===== config.mk =====
export PLATFORM = sky130hd
export DESIGN_NAME = tdm_net_tx
export DESIGN_NICKNAME = d
export VERILOG_FILES = /design/src/rtl/tdm_tx_pkg.sv /design/src/rtl/tdm_tx_ctrl.sv /design/src/rtl/tdm_tx_dp.sv /design/src/rtl/tdm_net_tx.sv
export SDC_FILE = /design/constraint.sdc
export NUM_CORES = 1
export LEC_CHECK = 0
export CAP_MARGIN = 20
export CORE_ASPECT_RATIO = 0.9
export CORE_MARGIN = 4
export CORE_UTILIZATION = 69
export CTS_CLUSTER_SIZE = 30
export DETAILED_ROUTE_END_ITERATION = 16
export DONT_BUFFER_PORTS = 1
export PLACE_DENSITY = 0.85
export SETUP_SLACK_MARGIN = 0.2
export SLEW_MARGIN = 5
export SYNTH_ARGS = -nofsm -noshare
export SYNTH_HDL_FRONTEND = slang
export SYNTH_SLANG_ARGS = --single-unit

===== constraint.sdc =====
create_clock -name clk -period 10.6 [get_ports clk]
set_input_delay 0.53 -clock clk [delete_from_list [all_inputs] [get_ports clk]]
set_output_delay 0.53 -clock clk [all_outputs]
set_load 0.02 [all_outputs]

===== src/rtl/tdm_tx_pkg.sv =====
package tdm_tx_pkg;

  localparam int ADDR_W = 3;

  typedef enum logic [ADDR_W-1:0] {
    ADDR_DATA    = 3'd0,
    ADDR_NULL    = 3'd1,
    ADDR_MASK_LO = 3'd2,
    ADDR_MASK_HI = 3'd3,
    ADDR_CFG     = 3'd4,
    ADDR_STATUS  = 3'd5
  } regAddrE;

  typedef enum logic [1:0] {
    LEN_8  = 2'd0,
    LEN_12 = 2'd1,
    LEN_16 = 2'd2,
    LEN_24 = 2'd3
  } wordLenE;

  // strobes from the sequencer to the shift datapath
  typedef struct packed {
    logic loadNew;    // copy aligned holding word into shifter
    logic reloadLast; // resend the previous word (underrun)
    logic shiftBit;   // advance one bit
    logic driveOn;    // enable the pin for this slot
    logic driveOff;   // release the pin
  } dpStrobeT;

endpackage


===== src/rtl/tdm_tx_ctrl.sv =====
module tdm_tx_ctrl
  import tdm_tx_pkg::*;
#(
  parameter int DATA_W    = 24,
  parameter int MASK_W    = 16,
  parameter int MAX_SLOTS = 32
) (
  input  logic              clk,
  input  logic              rstN,
  input  logic              regWrEn,
  input  logic              regRdEn,
  input  logic [ADDR_W-1:0] regAddr,
  input  logic [MASK_W-1:0] wrLow,
  output logic [DATA_W-1:0] regRdData,
  input  logic              bitTick,
  input  logic              frameSync,
  output dpStrobeT          strobe,
  output logic              holdWr,
  output logic              cfgEn,
  output logic              cfgIrqEn,
  output logic              cfgAlign,
  output wordLenE           cfgLen,
  output logic              emptyFlag,
  output logic              underrunFlag,
  output logic              irq
);

  localparam int NUM_BANKS = MAX_SLOTS / MASK_W;
  localparam int SLOT_W    = $clog2(MAX_SLOTS);
  localparam int BIT_W     = $clog2(DATA_W);
  localparam int SLOT_LSB  = 5;

  function automatic logic [BIT_W-1:0] lastBitOf(input wordLenE len);
    case (len)
      LEN_8:   return BIT_W'(7);
      LEN_12:  return BIT_W'(11);
      LEN_16:  return BIT_W'(15);
      default: return BIT_W'(23);
    endcase
  endfunction

  // ---------------- register decode ----------------
  logic dataWr, nullWr, anyWr, cfgWr, statusRd;
  assign dataWr   = regWrEn && (regAddr == ADDR_DATA);
  assign nullWr   = regWrEn && (regAddr == ADDR_NULL);
  assign anyWr    = dataWr || nullWr;
  assign cfgWr    = regWrEn && (regAddr == ADDR_CFG);
  assign statusRd = regRdEn && (regAddr == ADDR_STATUS);
  assign holdWr   = dataWr;

  logic [NUM_BANKS-1:0] bankHit;
  for (genvar b = 0; b < NUM_BANKS; b++) begin : gBankSel
    assign bankHit[b] = regWrEn &&
                        (regAddr == ADDR_W'(int'(ADDR_MASK_LO) + b));
  end

  logic [NUM_BANKS-1:0][MASK_W-1:0] maskBank;
  logic [MAX_SLOTS-1:0]             maskFlat;
  assign maskFlat = maskBank;

  always_ff @(posedge clk or negedge rstN) begin
    if (!rstN) begin
      maskBank <= '0;
    end else begin
      for (int b = 0; b < NUM_BANKS; b++) begin
        if (bankHit[b]) maskBank[b] <= wrLow;
      end
    end
  end

  logic [SLOT_W-1:0] cfgLastSlot;
  always_ff @(posedge clk or negedge rstN) begin
    if (!rstN) begin
      cfgEn       <= 1'b0;
      cfgLen      <= LEN_8;
      cfgAlign    <= 1'b0;
      cfgIrqEn    <= 1'b0;
      cfgLastSlot <= '0;
    end else if (cfgWr) begin
      cfgEn       <= wrLow[0];
      cfgLen      <= wordLenE'(wrLow[2:1]);
      cfgAlign    <= wrLow[3];
      cfgIrqEn    <= wrLow[4];
      cfgLastSlot <= wrLow[SLOT_LSB +: SLOT_W];
    end
  end

  always_comb begin
    regRdData = '0;
    case (regAddr)
      ADDR_CFG:    regRdData = DATA_W'({cfgLastSlot, cfgIrqEn, cfgAlign, cfgLen, cfgEn});
      ADDR_STATUS: regRdData = DATA_W'({underrunFlag, emptyFlag});
      default: begin
        for (int b = 0; b < NUM_BANKS; b++) begin
          if (regAddr == ADDR_W'(int'(ADDR_MASK_LO) + b))
            regRdData = DATA_W'(maskBank[b]);
        end
      end
    endcase
  end

  // ---------------- two-stage status pipeline ----------------
  logic [1:0] pipeVld;
  logic [1:0] pipeNull;
  always_ff @(posedge clk or negedge rstN) begin
    if (!rstN) begin
      pipeVld  <= '0;
      pipeNull <= '0;
    end else begin
      pipeVld  <= {pipeVld[0], anyWr};
      pipeNull <= {pipeNull[0], nullWr};
    end
  end

  // ---------------- slot sequencer ----------------
  logic              active;
  logic [SLOT_W-1:0] slotIdx;
  logic [BIT_W-1:0]  bitCnt;
  logic              nullPend;
  logic              clrArm;

  logic              tickNow, startSlot, endFrame, advanceBit;
  logic [SLOT_W-1:0] nextSlot;
  logic              slotOn, consume, underrunEv, sendWord;

  always_comb begin
    tickNow    = bitTick && cfgEn;
    startSlot  = 1'b0;
    endFrame   = 1'b0;
    advanceBit = 1'b0;
    nextSlot   = slotIdx;
    if (tickNow) begin
      if (frameSync) begin
        startSlot = 1'b1;
        nextSlot  = '0;
      end else if (active) begin
        if (bitCnt == lastBitOf(cfgLen)) begin
          if (slotIdx == cfgLastSlot) begin
            endFrame = 1'b1;
          end else begin
            startSlot = 1'b1;
            nextSlot  = slotIdx + 1'b1;
          end
        end else begin
          advanceBit = 1'b1;
        end
      end
    end
    slotOn     = maskFlat[nextSlot];
    consume    = startSlot && slotOn && !emptyFlag;
    underrunEv = startSlot && slotOn && emptyFlag;
    sendWord   = consume && !nullPend;
  end

  always_comb begin
    strobe.loadNew    = sendWord;
    strobe.reloadLast = underrunEv;
    strobe.shiftBit   = advanceBit;
    strobe.driveOn    = sendWord || underrunEv;
    strobe.driveOff   = !cfgEn || endFrame || (startSlot && !(sendWord || underrunEv));
  end

  always_ff @(posedge clk or negedge rstN) begin
    if (!rstN) begin
      active  <= 1'b0;
      slotIdx <= '0;
      bitCnt  <= '0;
    end else if (!cfgEn) begin
      active  <= 1'b0;
      slotIdx <= '0;
      bitCnt  <= '0;
    end else if (startSlot) begin
      active  <= 1'b1;
      slotIdx <= nextSlot;
      bitCnt  <= '0;
    end else if (endFrame) begin
      active  <= 1'b0;
    end else if (advanceBit) begin
      bitCnt  <= bitCnt + 1'b1;
    end
  end

  // ---------------- flags ----------------
  always_ff @(posedge clk or negedge rstN) begin
    if (!rstN) begin
      emptyFlag <= 1'b1;
      nullPend  <= 1'b0;
    end else if (pipeVld[1]) begin
      emptyFlag <= 1'b0;
      nullPend  <= pipeNull[1];
    end else if (consume) begin
      emptyFlag <= 1'b1;
      nullPend  <= 1'b0;
    end
  end

  always_ff @(posedge clk or negedge rstN) begin
    if (!rstN) begin
      underrunFlag <= 1'b0;
      clrArm       <= 1'b0;
    end else if (underrunEv) begin
      underrunFlag <= 1'b1;
      clrArm       <= 1'b0;
    end else if (pipeVld[1]) begin
      if (clrArm) underrunFlag <= 1'b0;
      clrArm <= 1'b0;
    end else if (statusRd && underrunFlag) begin
      clrArm <= 1'b1;
    end
  end

  assign irq = cfgIrqEn && emptyFlag;

endmodule


===== src/rtl/tdm_tx_dp.sv =====
module tdm_tx_dp
  import tdm_tx_pkg::*;
#(
  parameter int DATA_W    = 24,
  parameter int ALIGN_MSB = 15
) (
  input  logic              clk,
  input  logic              rstN,
  input  logic              holdWr,
  input  logic [DATA_W-1:0] wrData,
  input  logic              cfgAlign,
  input  wordLenE           cfgLen,
  input  dpStrobeT          strobe,
  output logic              sdOut,
  output logic              sdOe
);

  localparam int ALIGN_SHIFT = DATA_W - 1 - ALIGN_MSB;

  logic [DATA_W-1:0] dataHold;
  logic [DATA_W-1:0] lastWord;
  logic [DATA_W-1:0] shiftReg;
  logic [DATA_W-1:0] aligned;

  always_ff @(posedge clk or negedge rstN) begin
    if (!rstN)       dataHold <= '0;
    else if (holdWr) dataHold <= wrData;
  end

  // left-justify the selected field so the shifter always sends its top bit
  assign aligned = (cfgAlign && (cfgLen != LEN_24)) ? (dataHold << ALIGN_SHIFT) : dataHold;

  always_ff @(posedge clk or negedge rstN) begin
    if (!rstN) begin
      lastWord <= '0;
      shiftReg <= '0;
    end else if (strobe.loadNew) begin
      lastWord <= aligned;
      shiftReg <= aligned;
    end else if (strobe.reloadLast) begin
      shiftReg <= lastWord;
    end else if (strobe.shiftBit) begin
      shiftReg <= shiftReg << 1;
    end
  end

  always_ff @(posedge clk or negedge rstN) begin
    if (!rstN)                sdOe <= 1'b0;
    else if (strobe.driveOff) sdOe <= 1'b0;
    else if (strobe.driveOn)  sdOe <= 1'b1;
  end

  assign sdOut = shiftReg[DATA_W-1];

endmodule


===== src/rtl/tdm_net_tx.sv =====
module tdm_net_tx
  import tdm_tx_pkg::*;
#(
  parameter int DATA_W    = 24,
  parameter int MASK_W    = 16,
  parameter int MAX_SLOTS = 32
) (
  input  logic              clk,
  input  logic              rstN,
  input  logic              regWrEn,
  input  logic              regRdEn,
  input  logic [ADDR_W-1:0] regAddr,
  input  logic [DATA_W-1:0] regWrData,
  output logic [DATA_W-1:0] regRdData,
  input  logic              bitTick,
  input  logic              frameSync,
  output logic              sdOut,
  output logic              sdOe,
  output logic              irq
);

  dpStrobeT strobe;
  logic     holdWr;
  logic     cfgEn, cfgIrqEn, cfgAlign;
  wordLenE  cfgLen;
  logic     emptyFlag, underrunFlag;

  tdm_tx_ctrl #(
    .DATA_W(DATA_W), .MASK_W(MASK_W), .MAX_SLOTS(MAX_SLOTS)
  ) ctrl_i (
    .clk(clk), .rstN(rstN),
    .regWrEn(regWrEn), .regRdEn(regRdEn), .regAddr(regAddr),
    .wrLow(regWrData[MASK_W-1:0]), .regRdData(regRdData),
    .bitTick(bitTick), .frameSync(frameSync),
    .strobe(strobe), .holdWr(holdWr),
    .cfgEn(cfgEn), .cfgIrqEn(cfgIrqEn), .cfgAlign(cfgAlign), .cfgLen(cfgLen),
    .emptyFlag(emptyFlag), .underrunFlag(underrunFlag), .irq(irq)
  );

  tdm_tx_dp #(
    .DATA_W(DATA_W)
  ) dp_i (
    .clk(clk), .rstN(rstN),
    .holdWr(holdWr), .wrData(regWrData),
    .cfgAlign(cfgAlign), .cfgLen(cfgLen),
    .strobe(strobe), .sdOut(sdOut), .sdOe(sdOe)
  );

endmodule


After elaboration in Yosys (flattened, before gate mapping):

Cells that the tools add are included.

* $add $sub $neg: 2
* multiplexer cells: 53
* equal/unequal tests: 14
* order comparisons: 1
* reductions and logical operators: 33

Operator list (count)
* 2-to-1 mux 24 bit: 4
* 2-to-1 mux 5 bit: 14
* one-hot mux 24 bit (2 select lines): 1
* 2-to-1 mux 16 bit: 2
* 2-to-1 mux 1 bit: 30
* logical AND 1 bit: 15
* one-hot mux 5 bit (3 select lines): 1
* adder 5 x 1 -> 5 bit, second input constant: 2
* equality test 5 bit: 2
* != test 3 bit, second input constant: 3
* nonzero test 2 bit: 4
* equality test 3 x 2 -> 1 bit, second input constant: 2
* equality test 3 bit, second input constant: 2
* less-than comparator 5 x 6 -> 1 bit, second input constant: 1
* nonzero test 3 bit: 2
* binary-select mux 1 bit (select 5 bit): 1
* zero test 1 bit: 4
* logical OR 1 bit: 4
* != test 2 bit, second input constant: 2
* AND reduction 2 bit: 2
* equality test 3 x 1 -> 1 bit, second input constant: 1
* zero test 3 bit: 1
* equality test 2 x 1 -> 1 bit, second input constant: 1
* equality test 2 bit, second input constant: 1
* zero test 2 bit: 1

* register bits: 134
* output and inout port bits: 27
* input port bits: 33
* logic and storage cells: 123

Depth between registers and ports, before layout:

Gate-level depths: netlist of the first run.

* word-level depth: 20
* depth in mapped cells: 15

Cells and area by module:

A second synthesis of the first run with hierarchy kept.

* cells, all modules: 630
* area total of the unflattened synthesis: 7103.1 µm²

By module, submodules not included
* tdm_tx_ctrl: instances 1, area each 3698.5 µm², seq. area each 1527.7 µm², cells each 354
* tdm_tx_dp: instances 1, area each 3404.5 µm², seq. area each 1826.8 µm², cells each 276

Worst setup path before layout of the first run:

Ideal clock, no wire load.

* kind: register -> register
* start point: register ctrl_i.cfgLen[0]
* end point: register dp_i.lastWord[6]
* data arrival time: 3676 ps
* path buffers: 2
* stages on the path, launching flop included: 14
* setup time: 128 ps
* data required time: 10472 ps
* path slack: 6796 ps
* clock period less this slack: 3804 ps
* cells stage by stage: dfrtp_1 ha_1 xor2_1 or4b_1 buf_2 a211oi_1 mux2_2 nor2_1 nand2_1 a311o_1 a31oi_4 nand2_4 buf_2 mux2_1

* cells in the longest elaborated chain, start to end: 15
* elaborated cells on any way between the ends: 24
* those cells by class: eq/ne: 4; mux: 15; reduce/logical: 5

RTL lines
* start, declared: line tdm_tx_ctrl.sv:22 `output wordLenE cfgLen,`
* start signal, assigned: line tdm_tx_ctrl.sv:81 `cfgLen <= wordLenE'(wrLow[2:1]);`
* equality test 2 bit, or another cell as far along: line tdm_tx_ctrl.sv:34 `case (len)`
* one-hot mux 5 bit (3 select lines): line tdm_tx_ctrl.sv:34
* 2-to-1 mux 5 bit: line tdm_tx_ctrl.sv:136 `end else if (active) begin`
* 2-to-1 mux 5 bit: line tdm_tx_ctrl.sv:133 `if (frameSync) begin`
* 2-to-1 mux 5 bit: line tdm_tx_ctrl.sv:132 `if (tickNow) begin`
* equality test 5 bit: line tdm_tx_ctrl.sv:137 `if (bitCnt == lastBitOf(cfgLen)) begin`
* 2-to-1 mux 5 bit: line tdm_tx_ctrl.sv:137
* 2-to-1 mux 5 bit: line tdm_tx_ctrl.sv:136
* 2-to-1 mux 5 bit: line tdm_tx_ctrl.sv:133
* 2-to-1 mux 5 bit: line tdm_tx_ctrl.sv:132
* binary-select mux 1 bit (select 5 bit): line tdm_tx_ctrl.sv:149 `slotOn = maskFlat[nextSlot];`
* 2-to-1 mux 1 bit (not written as such): line tdm_tx_ctrl.sv:149
* logical AND 1 bit (2 in a row): line tdm_tx_ctrl.sv:150 `consume = startSlot && slotOn && !emptyFlag;`
* logical AND 1 bit: line tdm_tx_ctrl.sv:152 `sendWord = consume && !nullPend;`
* end signal, assigned: line tdm_tx_dp.sv:38 `lastWord <= aligned;`
* end, declared: line tdm_tx_dp.sv:21 `logic [DATA_W-1:0] lastWord;`

Several ways; a longest one is shown, not always the timed one. The select of a mux whose other input is x is not followed.
A chain may end at the register's enable or synchronous reset.

Final worst setup path of the first run:

* start point: register ctrl_i.cfgLen[0]
* end point: register dp_i.shiftReg[14]

* cells in the longest elaborated chain, start to end: 16
* elaborated cells on any way between the ends: 32
* those cells by class: eq/ne: 4; mux: 21; reduce/logical: 7

RTL lines
* equality test 2 bit, or another cell as far along: line tdm_tx_ctrl.sv:34
* one-hot mux 5 bit (3 select lines): line tdm_tx_ctrl.sv:34
* 2-to-1 mux 5 bit: line tdm_tx_ctrl.sv:136
* 2-to-1 mux 5 bit: line tdm_tx_ctrl.sv:133
* 2-to-1 mux 5 bit: line tdm_tx_ctrl.sv:132
* equality test 5 bit: line tdm_tx_ctrl.sv:137
* 2-to-1 mux 5 bit: line tdm_tx_ctrl.sv:137
* 2-to-1 mux 5 bit: line tdm_tx_ctrl.sv:136
* 2-to-1 mux 5 bit: line tdm_tx_ctrl.sv:133
* 2-to-1 mux 5 bit: line tdm_tx_ctrl.sv:132
* binary-select mux 1 bit (select 5 bit): line tdm_tx_ctrl.sv:149
* 2-to-1 mux 1 bit (not written as such): line tdm_tx_ctrl.sv:149
* logical AND 1 bit: line tdm_tx_ctrl.sv:150, tdm_tx_ctrl.sv:151
* logical AND 1 bit, on equally long branches: line tdm_tx_ctrl.sv:151, tdm_tx_ctrl.sv:150
* 2-to-1 mux 24 bit or logical AND 1 bit (tied branches): line tdm_tx_dp.sv:40, tdm_tx_ctrl.sv:152
* 2-to-1 mux 24 bit or nonzero test 3 bit (tied branches)
* end signal, assigned: line tdm_tx_dp.sv:39 `shiftReg <= aligned;`
* end signal, assigned: line tdm_tx_dp.sv:41 `shiftReg <= lastWord;`
* end signal, assigned: line tdm_tx_dp.sv:43 `shiftReg <= shiftReg << 1;`
* end, declared: line tdm_tx_dp.sv:22 `logic [DATA_W-1:0] shiftReg;`

Several ways; a longest one is shown, not always the timed one. The select of a mux whose other input is x is not followed.

==> reports/qor.yml, run 1 <==
run_status:
  status: "finished, final reports clean"
timing:
  slew_viol_final: 0
  period_share: 0.4899
  finalClockSkew_ps: 10.90
  finalSetupViolCount: 0
  tightest_slew_ps: 1071
  rsz0062_at_grt: "false"
  holdWs_ps: 22.67
  timing.final.crit_period_ps: 5193
  final.setup.tns_ps: 0
  relSlewSlack: 0.2821
  clock.fmax_mhz: 192.6
  hold_viol: 0
route:
  num_vias: 5392
  drtPass1Iterations: 5
  drt_iter0_drc: 481
  routed_wl_um: 18080
  route.detailed.drc: 0
  ant_nets: 0
  wl_per_cell_um: 23.64
  vias_per_cell: 7.048
final_layout:
  layout-drive-gt1-share: 0.2050
  nFillCells: 610
  fin_nets: 663
  synthToLayoutAreaGrowth_pct: 8.714
  fin_cells: 765
  diodes: 0
  layout_commonest_cell: "dfrtp_1"
  regArea_um2: 3354
  multi_input_area_um2: 3462
  final_cell_mix: "dfrtp_1, mux2_2, nor2_1"
power_and_ir_drop:
  p_total_mw: 1.738
  peakVddDrop_mv: 0.1855
  leakage_nw: 3.292
  powerDensity_nw_per_um2: 224.5
clock_network:
  root_buffer: "clkbuf_16"
  hold_buffers: 1
  clock-sinks: 134
  clk_transition_reported_paths_ps: 60
  insertion_delay_ps: 420
  htree_levels: 4
  post_cts_buffers: 0
  cts_resized: 0
  cts_tree: "yes"
  clk_path_buf_depth: 2
  cts_buffers: 17
global_route:
  grt_overflow: 0
  grt_pass1_vias: 5257
  grtUsageTotal: 0.3136
  grt_pass1_wl_um: 28880
  grt_max_degree: 135
  grt_antenna_before_repair: 0
synth:
  syn_inst: 651
  ys_seq_area_frac: 0.4710
  synth-seq-cells: 134
  synth_area_um2: 7122
  avgSynthCellArea_um2: 10.94
  synth_cell_types: 68
  synth_edf_count: 0
  yosysWarnings: 0
  async_flop_share: 1.000
  ys.flop_type: "dfrtp_1"
place:
  dp_hpwl_um: 12000
  gp_congestion: 0.9410
  portBuffers: 0
  dp_cells: 731
floorplan:
  die-area_um2: 12010
  core-area_um2: 9869
  ios: 60
  initial_core_util: 0.7216
  die-width_um: 115.1
  rows: 34
  fp.dieH_um: 104.4
critical_path:
  worst_ep_arrival_time_ps: 5500
  r2r_start: "ctrl_i.cfgLen[0]"
  critPathLaunchType: "flop"
  path_max_fanout: 36
  critPathLaunch: "ctrl_i.cfgLen[0]"
  cp.required_ps: 10910
  endpoint_kind: "flop"
  worstSetupPathType: "reg -> reg"
job:
  cap_viol_max_count: 0
worst_hold_path:
  hold_class: "in -> async"
-- worst max-delay path: stages (launching register included) --
cell	delay, ps
dfrtp_1	430
ha_1	320
xor2_1	240
or4b_1	660
a211oi_1	350
mux2_2	400
nor2_1	330
nand2_1	140
a311o_1	440
a31oi_4	810
a31oi_2	450
buf_6	280
a32o_1	220
-- cell type report --
class / instances / area share
inverters: 19 / 0.009211
well taps: 126 / 0.02036
clock inverters: 13 / 0.02198
flip-flops and latches: 134 / 0.4333
multi-input cells: 447 / 0.4472
repair buffers: 7 / 0.01083
clock buffers: 19 / 0.05721
-- state kept, by name, summed over array words and instances, names as in the netlist --
signal,flops
ctrl_i.active,1
ctrl_i.bitCnt,5
ctrl_i.cfgAlign,1
ctrl_i.cfgEn,1
ctrl_i.cfgIrqEn,1
ctrl_i.cfgLastSlot,5
ctrl_i.cfgLen,2
ctrl_i.clrArm,1
ctrl_i.emptyFlag,1
ctrl_i.maskBank,32
ctrl_i.nullPend,1
ctrl_i.pipeNull,2
ctrl_i.pipeVld,2
ctrl_i.slotIdx,5
ctrl_i.underrunFlag,1
dp_i.dataHold,24
dp_i.lastWord,24
dp_i.sdOe,1
dp_i.shiftReg,24
-- path summary, 6_finish.rpt --
| check | to | slack, ps | depth (start not counted) |
|---|---|---|---|
| max | dp_i.shiftReg[14] | 5410 | 12 |
| min | ctrl_i.bitCnt[2] | 20 | 1 |
| max reg2reg | dp_i.shiftReg[14] | 5410 | 12 |
| min reg2reg | ctrl_i.pipeNull[1] | 360 | 0 |
| max in group asynchronous | ctrl_i.maskBank[22] | 10000 | 1 |
| min in group clk | ctrl_i.pipeVld[0] | 200 | 1 |
-- through the flow --
| step | cell area [um2] | setup slack, ps | utilization |
|---|---|---|---|
| 2_1_floorplan | 7148 | 6796 | - |
| 3_3_place_gp | 7076 | 5638 | 0.7169 |
| 3_5_place_dp | 7091 | 5421 | 0.7184 |
| 4_1_cts | 7731 | 5331 | 0.7833 |
| 5_1_grt | 7742 | 5152 | 0.7845 |
| 6_report | 7742 | 5407 | 0.7845 |
-- cell usage after synthesis (3+ instances only) --
cell type,number,area share
nand3_1,32,0.022
mux2_2,73,0.12
a21boi_0,16,0.017
buf_1,3,0.0016
clkbuf_1,34,0.018
a21oi_1,11,0.0077
nand4_1,21,0.018
a211oi_1,4,0.0042
o21ai_0,24,0.017
a31oi_4,3,0.0090
and2_1,16,0.014
nor3b_1,5,0.0053
ha_1,4,0.0070
a32o_1,32,0.045
mux2i_1,34,0.048
dfrtp_1,133,0.47
buf_4,9,0.0095
nand2b_1,6,0.0053
buf_2,11,0.0077
inv_1,19,0.010
nor4_1,7,0.0061
xor2_1,5,0.0061
and3_1,5,0.0044
nand2_1,31,0.016
nor2b_1,7,0.0061
nor2_1,37,0.020
xnor2_1,6,0.0074
o22ai_1,6,0.0053
a221o_1,7,0.0098
-- metal layers --
| metal | GRT usage | vias up | share of wire | wire length [um] |
|---|---|---|---|---|
| met3 | 0.09715 | 39 | 0.091 | 1647 |
| met5 | 0 | - | 0 | 0 |
| li1 | - | 2361 | - | - |
| met1 | 0.4440 | 2727 | 0.43 | 7766 |
| met4 | 0.08801 | 0 | 0.021 | 372 |
| met2 | 0.4682 | 265 | 0.46 | 8296 |
-- cells by family (layout without fill, tap and decap cells) --
family,Yosys count,after routing,synth area share
AOI/OAI and AO/OA,133,133,0.1572
xor gates and xnor gates,11,11,0.01353
adders and majority gates,4,4,0.007028
buffers and inverters,77,58,0.04831
DFF,134,134,0.4710
muxes,109,109,0.1664
other,1,8,0.0005266
and+or+nand+nor,182,182,0.1360
-- power by group --
part	total, mW	switching, mW	internal, mW
combinational	0.349	0.186	0.163
sequential	0.780	0.123	0.657
clock	0.608	0.229	0.379
total	1.74	0.539	1.20
(Power assumes the default switching activity.)
==> run 2, diff against run 1 <==
--- a/config.mk
+++ b/config.mk
@@ -8,11 +8,11 @@
 export CAP_MARGIN = 20
 export CORE_ASPECT_RATIO = 0.9
 export CORE_MARGIN = 4
-export CORE_UTILIZATION = 69
+export CORE_UTILIZATION = 64
 export CTS_CLUSTER_SIZE = 30
 export DETAILED_ROUTE_END_ITERATION = 16
 export DONT_BUFFER_PORTS = 1
-export PLACE_DENSITY = 0.85
+export PLACE_DENSITY = 0.8
 export SETUP_SLACK_MARGIN = 0.2
 export SLEW_MARGIN = 5
 export SYNTH_ARGS = -nofsm -noshare
==> constraint.sdc (replaced) <==
create_clock -name clk -period 5.31 [get_ports clk]
set_input_delay 0.2655 -clock clk [delete_from_list [all_inputs] [get_ports clk]]
set_output_delay 0.2655 -clock clk [all_outputs]
set_load 0.02 [all_outputs]
==> reports/qor.yml, run 2 (synthesis gave the netlist of run 1 again) <==
power_and_ir_drop:
  peakVddDrop_mv: 0.3544  # +91%
  p_comb_frac: 0.208  # +0.007
  switchingPower_mw: 1.095  # +100%
  pwr-share-seq: 0.450  # about the same
  leakage_nw: 3.420  # +3.9%
  p_int_mw: 2.377  # +98%
  p_clk_frac: 0.343  # -0.007
  powerDensity_nw_per_um2: 430.6  # +92%
  swShare: 0.3152  # +0.005043
final_layout:
  diodes: 0  # unchanged
  final_cell_mix: "dfrtp_1, mux2_2, nor2_1"
  fin_nets: 693  # +4.5%
  largest_reg_flops: 32  # unchanged
  synthToLayoutAreaGrowth_pct: 13.21
  fin_cells: 821  # +7.3%
  layout_commonest_cell: "dfrtp_1"
  regMostFlops: "ctrl_i.maskBank"
  final_util: 0.7427  # -0.04174
  final_area_um2: 8063  # +4.1%
  layout-drive-gt1-share: 0.1988  # -0.006204
  nFillCells: 729  # +20%
clock_network:
  insertion_delay_ps: 430  # about the same
  root_buffer: "clkbuf_16"
  clock-sinks: 134  # unchanged
  clk_path_buf_depth: 2  # unchanged
  htree_levels: 4  # unchanged
  clk_transition_reported_paths_ps: 60  # about the same
  post_cts_buffers: 0  # unchanged
  cts_buffers: 17  # unchanged
  cts_tree: "yes"
floorplan:
  fp.dieH_um: 108.1  # +3.5%
  initial_core_util: 0.6561  # -0.06554
  die-area_um2: 12880  # +7.2%
  rows: 36  # +5.9%
  ios: 60  # unchanged
  die-width_um: 119.2  # +3.6%
  core-area_um2: 10860  # +10%
global_route:
  grt_antenna_before_repair: 0  # unchanged
  grtUsageTotal: 0.3075  # -0.006103
  grt_util_met1: 0.4260  # -0.01793
  grt_overflow: 0  # unchanged
  met3_usage: 0.07636  # -0.02079
  gr-usage-met2: 0.4740  # +0.005800
  top_usage_layer: "met2"
  grt_max_degree: 135  # unchanged
  grt_pass1_vias: 5439  # +3.5%
  grt_pass1_wl_um: 30470  # +5.5%
route:
  drt_iter0_drc: 628  # +31%
  wl_per_cell_um: 22.58  # -4.5%
  routed_wl_um: 18540  # +2.5%
  drtPass1Iterations: 7  # +2
  vias_per_cell: 6.647  # -5.7%
  route.detailed.drc: 0  # unchanged
  num_vias: 5457  # +1.2%
  ant_nets: 0  # unchanged
timing:
  rsz0062_at_grt: "false"
  period_share: 0.8729  # +0.3830
  slew_viol_final: 0  # unchanged
  relSlewSlack: 0.2524  # -0.02969
  finalSetupViolCount: 0  # unchanged
  hold_viol: 0  # unchanged
  tightest_slew_ps: 1115  # +44.30 ps
  final.setup.tns_ps: 0  # unchanged
  fin_ws_ps: 675.0  # -4732 ps
  clock.fmax_mhz: 215.8  # +12%
  finalClockSkew_ps: 10.46  # -0.4453 ps
  timing.final.crit_period_ps: 4635  # -557.7 ps
critical_path:
  critPathLaunchType: "flop"
  r2r_start: "ctrl_i.cfgLen[0]"
  cp.required_ps: 5620  # -5290 ps
  worst_ep_arrival_time_ps: 4950  # -550 ps
  reg2regPathDepth: 12  # unchanged
  timing.rr.end: "dp_i.shiftReg[20]"
  endpoint_kind: "flop"
  r2r_setup_slack_ps: 680  # -4730 ps
  path_max_fanout: 35  # -2.8%
  worstSetupPathType: "reg -> reg"
place:
  dp_hpwl_um: 11980  # -0.23%
  dp_cells: 758  # +3.7%
  post-place-ws_ps: 765.0  # -4656 ps
  portBuffers: 0  # unchanged
  placed_area_um2: 7123  # +0.46%
  gp_congestion: 0.9152  # -2.7%
worst_hold_path:
  hold_path_depth: 2
  min_from: "bitTick"
  hold_class: "in -> reg"
  worst_hold_path.endpoint: "ctrl_i.slotIdx[0]"
job:
  cap_viol_max_count: 0  # unchanged
run_status:
  status: "finished, final reports clean"
## run 2: cell types whose count changed in the layout (fill, tap and decap cells not counted), sizes merged
| cell | change |
|---|---|
| dlygate4sd3 | +28 |
| buf | +2 |
| clkinv | +2 |
| bufinv | -1 |
| clkbuf | +1 |
| clkinvlp | -1 |
| inv | -1 |
## run 2: critical path, stage by stage (launching register included)
cell and delay (ps):
dfrtp_1 410, ha_1 310, xor2_1 220, or4b_1 650, a211oi_1 300, mux2_2 390
o22ai_1 280, a311oi_1 130, o21ai_0 390, nand4_4 530, buf_4 410, a32o_1 240
a32o_1 250
## run 2: power groups by stage
| stage | sequential (mW) | combinational, mW | clock (mW) |
|---|---|---|---|
| after floorplan | 1.45 | 0.595 | 0 |
| after global placement | 1.55 | 0.629 | 0 |
| after detailed placement | 1.56 | 0.657 | 0 |
| after CTS | 1.55 | 0.708 | 1.20 |
| after global routing | 1.59 | 0.797 | 1.25 |
| final | 1.56 | 0.720 | 1.19 |
## run 2: stage by stage
step | hold WS (ps) | power, mW
2_1_floorplan | -30.09 | 2.041
3_3_place_gp | -26.24 | 2.177
3_5_place_dp | -26.11 | 2.215
4_1_cts | 29.69 | 3.456
5_1_grt | 49.81 | 3.639
6_report | 51.19 | 3.472
## run 2: worst max path at each step
stage / startpoint / to / slack [ps] / depth (start not counted)
final: ctrl_i.cfgLen[0] / dp_i.shiftReg[20] / 680 / 12
after CTS: ctrl_i.cfgLen[0] / dp_i.shiftReg[20] / 750 / 12
after global routing: ctrl_i.cfgLen[0] / dp_i.shiftReg[20] / 370 / 11
after global placement: ctrl_i.cfgLen[0] / dp_i.shiftReg[21] / 920 / 12
after detailed placement: ctrl_i.cfgLen[0] / dp_i.shiftReg[20] / 770 / 12
after floorplan: ctrl_i.cfgLen[0] / dp_i.lastWord[6] / 1510 / 13
## run 2: area by class of cell
type	count	area [um2]	area share
multi-input cells	447	3462	0.4294
flip-flops and latches	134	3354	0.4160
clock buffers	20	456.7	0.05664
repair buffers	37	382.9	0.04749
well taps	152	190.2	0.02359
clock inverters	12	145.1	0.01800
inverters	19	71.32	0.008845
## run 2: repair_timing
| action | in CTS | in global routing |
|---|---|---|
| hold buffers | 29 | 0 |
| hold endpoints to repair | 202 | 0 |
| resized for setup | 0 | 0 |
## run 2: metal layers
metal / vias up / share of wire
li1: 2413 / -
met1: 2796 / 0.45
met2: 219 / 0.47
met3: 29 / 0.066
met4: 0 / 0.019
met5: - / 0
